<file path="config.mk">
export PLATFORM = sky130hd
export DESIGN_NAME = ctx_alloc
export DESIGN_NICKNAME = d
export VERILOG_FILES = /design/src/rtl/ctx_alloc.sv
export SDC_FILE = /design/constraint.sdc
export NUM_CORES = 1
export LEC_CHECK = 0
export BUFFER_PORTS_ARGS = -buffer_cell sky130_fd_sc_hd__buf_2
export CORE_AREA = 2 2 121 123
export DETAILED_ROUTE_END_ITERATION = 10
export DIE_AREA = 0 0 123 125
export GPL_ROUTABILITY_DRIVEN = 0
export GPL_TIMING_DRIVEN = 0
export PLACE_DENSITY = 0.77
export REMOVE_ABC_BUFFERS = 1
export SYNTH_ARGS = -nofsm -noshare
export SYNTH_HDL_FRONTEND = slang
export SYNTH_SLANG_ARGS = --single-unit
export TNS_END_PERCENT = 20
</file>
<file path="constraint.sdc">
create_clock -name clk -period 2.59 [get_ports clk]
set_input_delay 0.259 -clock clk [delete_from_list [all_inputs] [get_ports clk]]
set_output_delay 0.259 -clock clk [all_outputs]
set_load 0.03 [all_outputs]
</file>
<file path="src/rtl/ctx_alloc.sv">
module ctx_alloc #(
  parameter int NCTX = 8,
  parameter int WIN  = 128,
  parameter int PCW  = 32,
  localparam int IDW  = $clog2(NCTX),
  localparam int HALF = NCTX / 2,
  localparam int DW   = $clog2(WIN + 1)
) (
  input  logic            clk,
  input  logic            rst_n,
  input  logic [NCTX-1:0] spawn_req,
  output logic [NCTX-1:0] spawn_gnt,
  output logic [IDW-1:0]  gnt_ctx,
  input  logic            ret_vld,
  input  logic [IDW-1:0]  ret_ctx,
  input  logic [PCW-1:0]  ret_pc,
  input  logic            sq_vld,
  input  logic [IDW-1:0]  sq_ctx,
  input  logic            kdec_vld,
  input  logic [IDW-1:0]  kdec_ctx,
  input  logic            kcmt_vld,
  input  logic [IDW-1:0]  kcmt_ctx,
  output logic [NCTX-1:0] fetch_en,
  output logic            copy_req,
  output logic [IDW-1:0]  copy_src,
  output logic [IDW-1:0]  copy_dst,
  output logic [PCW-1:0]  copy_pc
);

  typedef enum logic [1:0] {S_FREE, S_STALL, S_ACT} cst_t;

  cst_t           st  [NCTX];
  logic [IDW-1:0] par [NCTX];
  logic [WIN-1:0] dwin;
  logic [DW-1:0]  dcnt;

  logic           fr_hit, rq_hit, ok;
  logic [IDW-1:0] fr_idx, rq_idx;
  logic [NCTX-1:0] act_v, stall_v, hold_v;

  always_comb begin
    fr_hit = 1'b0;
    fr_idx = '0;
    rq_hit = 1'b0;
    rq_idx = '0;
    for (int i = NCTX - 1; i >= 0; i--) begin
      if (st[i] == S_FREE) begin
        fr_hit = 1'b1;
        fr_idx = IDW'(i);
      end
      if (spawn_req[i]) begin
        rq_hit = 1'b1;
        rq_idx = IDW'(i);
      end
    end
  end

  assign ok        = fr_hit && rq_hit && (dcnt < DW'(HALF));
  assign spawn_gnt = ok ? (NCTX'(1) << rq_idx) : '0;
  assign gnt_ctx   = fr_idx;

  generate
    for (genvar g = 0; g < NCTX; g++) begin : g_vec
      assign act_v[g]   = (st[g] == S_ACT);
      assign stall_v[g] = (st[g] == S_STALL);
      assign hold_v[g]  = copy_req && (copy_src == IDW'(g));
    end
  endgenerate

  assign fetch_en = act_v & ~hold_v;

  always_ff @(posedge clk) begin
    if (!rst_n) begin
      for (int i = 0; i < NCTX; i++) begin
        st[i]  <= (i == 0) ? S_ACT : S_FREE;
        par[i] <= '0;
      end
    end else begin
      for (int i = 0; i < NCTX; i++) begin
        if (ok && fr_idx == IDW'(i)) begin
          st[i]  <= S_STALL;
          par[i] <= rq_idx;
        end
        if (ret_vld && ret_ctx == IDW'(i))   st[i] <= S_ACT;
        if (sq_vld && sq_ctx == IDW'(i))     st[i] <= S_FREE;
        if (kdec_vld && kdec_ctx == IDW'(i)) st[i] <= S_STALL;
        if (kcmt_vld && kcmt_ctx == IDW'(i)) st[i] <= S_FREE;
      end
    end
  end

  always_ff @(posedge clk) begin
    if (!rst_n) begin
      copy_req <= 1'b0;
      copy_src <= '0;
      copy_dst <= '0;
      copy_pc  <= '0;
    end else begin
      copy_req <= ret_vld;
      copy_dst <= ret_ctx;
      copy_src <= par[ret_ctx];
      copy_pc  <= ret_pc;
    end
  end

  always_ff @(posedge clk) begin
    if (!rst_n) begin
      dwin <= '0;
      dcnt <= '0;
    end else begin
      dwin <= {dwin[WIN-2:0], kcmt_vld};
      dcnt <= dcnt + DW'(kcmt_vld) - DW'(dwin[WIN-1]);
    end
  end


  grant_onehot_chk: assert property (@(posedge clk) disable iff (!rst_n)
    $onehot0(spawn_gnt));


  grant_stalls_chk: assert property (@(posedge clk) disable iff (!rst_n)
    (|spawn_gnt && !ret_vld && !sq_vld && !kdec_vld && !kcmt_vld) |=> stall_v[$past(gnt_ctx)]);


  copy_child_live_chk: assert property (@(posedge clk) disable iff (!rst_n)
    ret_vld |=> (copy_req && act_v[copy_dst]));


  parent_held_chk: assert property (@(posedge clk) disable iff (!rst_n)
    copy_req |-> !fetch_en[copy_src]);


  window_bound_chk: assert property (@(posedge clk) disable iff (!rst_n)
    dcnt <= DW'(WIN));


  throttle_chk: assert property (@(posedge clk) disable iff (!rst_n)
    (dcnt >= DW'(HALF)) |-> (spawn_gnt == '0));

endmodule

</file>
======== Word level (Yosys, flattened, before mapping) ========
Memories as Yosys holds them, arrays and structs flattened. A register that Yosys moved wholly into a read port is not among the register bits.
Cells that the tools add are included.
word-level totals
  memory bits (writable) .................. 40
  memories kept ........................... 2
  flip-flop bits (word level) ............. 172
  bits of input ports ..................... 58
  output and inout bits ................... 58
memory list
  name  depth  bits a word  read ports  clocked after Yosys merged registers in  write ports  RTL line  source
  par   8      3            1           1                                        8            33        logic [IDW-1:0] par [NCTX];
  st    8      2            8           0                                        8            32        cst_t st [NCTX];
cells by class
  equality and inequality tests ........... 50
  reductions and logical operators ........ 65
  add/subtract/negate cells ............... 2
  order comparisons ....................... 1
  shift-type cells ........................ 1
  muxes and demuxes ....................... 202
  bitwise logic cells ..................... 50
operators with widths
  kind                   count
  $mux W1                137
  $mux W2                40
  $eq A3 B3 Y1 const B   24
  $mux W3                24
  $logic_and A1 B1 Y1    50
  $or A1 B1 Y1           48
  $eq A3 B2 Y1 const B   12
  $eq A3 B1 Y1 const B   6
  $logic_not A3 Y1       6
  $eq A2 B2 Y1 const B   8
  $logic_not A2 Y1       8
  $add A8 B1 Y8          1
  $and A8 B8 Y8          1
  $lt A8 B3 Y1 const B   1
  $mux W8                1
  $not A8 Y8             1
  $shl A1 B3 Y8 const A  1
  $sub A8 B1 Y8          1
  $logic_not A1 Y1       1

======== Logic depth before layout (Yosys ltp) ========
  depth in word-level cells ............... 20
  mapped depth ............................ 11
  depth with buffers taken out ............ 11

======== Least setup slack after synthesis ========
No wires, ideal clock.
  path kind ............................... register to register
  start point ............................. register dcnt[6]
  end point ............................... memory st[1][4] (netlist bit) (enable)
  setup time .............................. 0.296 ns
  setup slack ............................. 0.510 ns
  period minus slack after synthesis ...... 2.080 ns
  data arrival time ....................... 1.784 ns
  stages on the path, launching flop included .. 8
  path through ............................ dfxtp_1 > inv_1 > ha_1 > inv_1 > o221ai_1 > or4_4 > o31ai_4 > or3_1
RTL lines
  element                 RTL line  source
  from (decl)             35        logic [DW-1:0] dcnt;
  from (signal assigned)  112       dcnt <= dcnt + DW'(kcmt_vld) - DW'(dwin[WIN-1]);
  to (decl)               32

======== Final worst setup path ========
  start point ............................. register dcnt[6]
  end point ............................... output port spawn_gnt[4]
between the ends
  longest elaborated chain between the ends .. 3
RTL lines
  element              RTL line  source
  $lt A8 B3 Y1         58        assign ok = fr_hit && rq_hit && (dcnt < DW'(HALF));
  $logic_and A1 B1 Y1  58
  $mux W8              59        assign spawn_gnt = ok ? (NCTX'(1) << rq_idx) : '0;
  to (decl)            12        output logic [NCTX-1:0] spawn_gnt,
Every way passes these cells.

==> summary.md <==
| Metric | Value |
|---|---|
| Fin crit share | 0.944 |
| IO Pins | 116 |
| H-tree Lvls | 1 |
| Critical path capture point type | output pin |
| Synth unique cells | 58 |
| Vias in the first global route | around 5.2k |
| Arr. time, crit path | 2.19 ns |
| HP Class | primary input to register |
| Pins Over Slew Limit | 0 |
| Status | completed |
| Actual slew at the worst max-slew pin | roughly 0.9 ns |
| Nets | 913 |
| Area grow syn2layout | 22.1% |
| Setup_tns | 0 ns |
| Top cells by area, synth | dfxtp_1 46%, edfxtp_1 16%, and2_1 14% |
| WS Path Type | register to output pin |
| Endpoints failing setup | 0 |
| Buffers added on ports | 115 |
| Row count | 44 |
| Register bit total from synthesis | between 200 and 250 |
| DR pass1 iterations | 5 |
| DR iter-0 viols | ~350 |
| Layout cell share with drive strength beyond 1 | 0.202 |
| CP Launch Type | register |
| Crit path required time | 2.33 ns |
| Worst R2R End | st[1][4] |
| Hold_sp | ret_vld |
| Slew HR | 0.385 |
| Total gr overflow | 0 |
| Path depth of the worst reg2reg path | 5 |
| Die Area | 0.0154 mm² |
| Vias | 5,359 |
| Final Hold Fails | 0 |
| Post-CTS Setup Inserts | 0 |
| Vias per inst | 5.15 |
| Number of synthesized flops with an enable pin | 40 |
| Worst slack, placed | 0.0838 ns |
| R2R Setup Slk | 0.23 ns |
| FFs w/ async S/R, synth | 0 |
| Critical path fanouts, max | 6 |
| Peak supply drop | 0.429 mV |
| Total routed wirelength | ~16 mm |
| Clock Latency Late Sink | 0.49 ns |
| # DRC | 0 |
| Die W | ~120 µm |
| Max_cap viols | 0 |
| Fmax | 409 MHz |
| Largest net degree at the start of global routing | 130 |
| Detail Placement HPWL | 9.63 mm |
| Cell Pwr Density | ~830 mW/mm² |
| Fillers | 1,043 |
| Core footprint | 0.0142 mm² |
| Clk buf depth | 3 |
| Post-synthesis cell area | about 0.0077 mm² |
| DR WL/cell | 15.0 µm |
| Main flop type after synthesis | dfxtp_1 |
| Hold Path End | copy_req |
| CTS Buf Count | 20 |
| Final worst slack | 0.146 ns |
| Clock transition at the registers of the reported paths | ~0.07 ns |
| Die height | 125 µm |
| Leak | 4.07 nW |
| Synthesized area per cell | between 10 and 15 µm² |
| FF+latch area | around 0.0047 mm² |
| CTS tree | done |
| Multi-input logic area | 0.00279 mm² |
| Final clock skew | 0.00952 ns |
| First-pass GRT wire length | 24.4 mm |
| Initial Utilization | 0.541 |
| Sequential cell area fraction in the yosys report | 0.612 |
| Hold Path Cell Cnt | 2 |
| Detail Route Antenna Nets | 0 |
| Cell type with the largest total area after synthesis | dfxtp_1 |
| Clock root buffer | clkbuf_16 |
| CP Launch Point | dcnt[6] |
| Syn Inst Count | 697 |
| R2r startpoint | st[1][7] |
| Top cell type's share of synthesized area | 0.456 |
| Initial antenna violation count | 1 |
| Ys Warns | 0 |
| Global Route Usage Sum | 0.197 |
| Minimum clock period | 2.44 ns |
| CTS sink cnt | 215 |
[where the power goes]
part           switching, W  leakage, nW  total, W  internal (W)
Sequential        0.0000769         1.84   0.00364       0.00357
Combinational      0.000848         1.92   0.00137      0.000520
Clock               0.00126        0.314   0.00277       0.00150
Total               0.00219         4.07   0.00778       0.00559
[worst max-delay path, cell delays in order, from the launching register on]
cell	delay [ns]
dfxtp_1	0.32
inv_1	0.07
ha_1	0.21
nand2_1	0.11
o221ai_2	0.19
a21oi_2	0.28
nand4b_1	0.18
nor2_1	0.14
clkbuf_4	0.20
[kinds of logic (layout without fill, tap and decap cells)]
kind of cell / after synthesis / after routing / share of synthesized area
flops: 215 / 215 / 0.612
simple gates: 338 / 338 / 0.253
fa+ha+maj: 14 / 14 / 0.0238
xor+xnor: 2 / 2 / 0.00228
compound gates: 63 / 63 / 0.0588
other cells: 0 / 1 / 0
mux: 10 / 10 / 0.0228
buf+inv: 55 / 213 / 0.0269
[metal layers]
layer,part of all wire,up-vias,track usage
met5,0,-,0
met4,0.031,0,0.0816
met3,0.047,30,0.0310
met2,0.52,182,0.347
met1,0.40,2529,0.236
li1,-,2618,-
[cell type report]
type / instances / area share
diodes: 1 / 0.000267
clock buffers: 23 / 0.0567
clock inverters: 13 / 0.00987
inverters: 29 / 0.0116
multi-input cells: 427 / 0.297
flip-flops and latches: 215 / 0.501
well taps: 184 / 0.0245
repair buffers: 148 / 0.0982
[state kept, by name, indices dropped and copies added (netlist names)]
name      flops
par          24
copy_dst      3
dcnt          8
copy_req      1
copy_pc      32
dwin        128
copy_src      3
st           16
[layout by cell type, fill, tap and decap left out, types with 3 or more instances in the layout]
cell type      Yosys  layout
nand3_1           14      14
clkbuf_16          0      20
nor4_1             6       5
nor2b_1           10      10
edfxtp_1          40      40
or3_1              4       4
a31oi_1            3       3
o21ai_0           10      10
a21boi_0           4       4
nand4_1            5       5
a311oi_1           5       5
a21oi_1           14      13
and3b_1            3       3
dfxtp_1          175     175
nand3b_1           3       3
nor3_1             6       6
nand2_1           33      33
nor2_1            49      49
o22ai_1            5       5
nand2b_1          11      11
inv_1             29      29
buf_2              0     113
mux4_2             6       6
and2_1           168     168
ha_1              13      13
mux2i_1            4       4
and3_1            10      10
dlygate4sd3_1      0      32
clkinv_2           0       6
o31ai_1            3       3
[what timing repair did]
item,CTS,global route
endpoints found under the setup margin,5,21
hold buffers,32,0
gates resized for setup,1,3
hold endpoints to repair,32,0
pin swaps,0,0
[synthesized netlist by cell type, drive strengths merged (7+ instances only)]
library cell and number:
nor4 7, edfxtp 40, a21oi 14, nor2 50, inv 29, dfxtp 175, and3 10, nor2b 10
nand2b 11, nand2 33, and2 168, ha 13, o21ai 12, nand3 14, clkbuf 24
[how the worst max path moves through the flow]
stage	cells past startpoint	slack, ns	endpoint
floorplan	7	0.51	st[1][4]
global placement	5	-1.10	st[0][2]
detailed placement	7	0.08	st[0][7]
CTS	8	0.01	spawn_gnt[4]
global route	8	-0.001	spawn_gnt[4]
finish	8	0.15	spawn_gnt[4]
[stage by stage]
| step | instances | hold WS, ns | instance area [µm²] | power (W) | util |
|---|---|---|---|---|---|
| global placement | 970 | 0.416 | 8390 | 0.00491 | 0.591 |
| global route | 1040 | 0.0938 | 9380 | 0.00811 | 0.661 |
| CTS | 1039 | 0.0840 | 9360 | 0.00778 | 0.659 |
| floorplan | 671 | 0.381 | 7590 | 0.00460 | - |
| finish | 1040 | 0.0860 | 9380 | 0.00778 | 0.661 |
| detailed placement | 971 | 0.417 | 8420 | 0.00499 | 0.592 |
No activity file was read; power rests on OpenSTA's default activity.
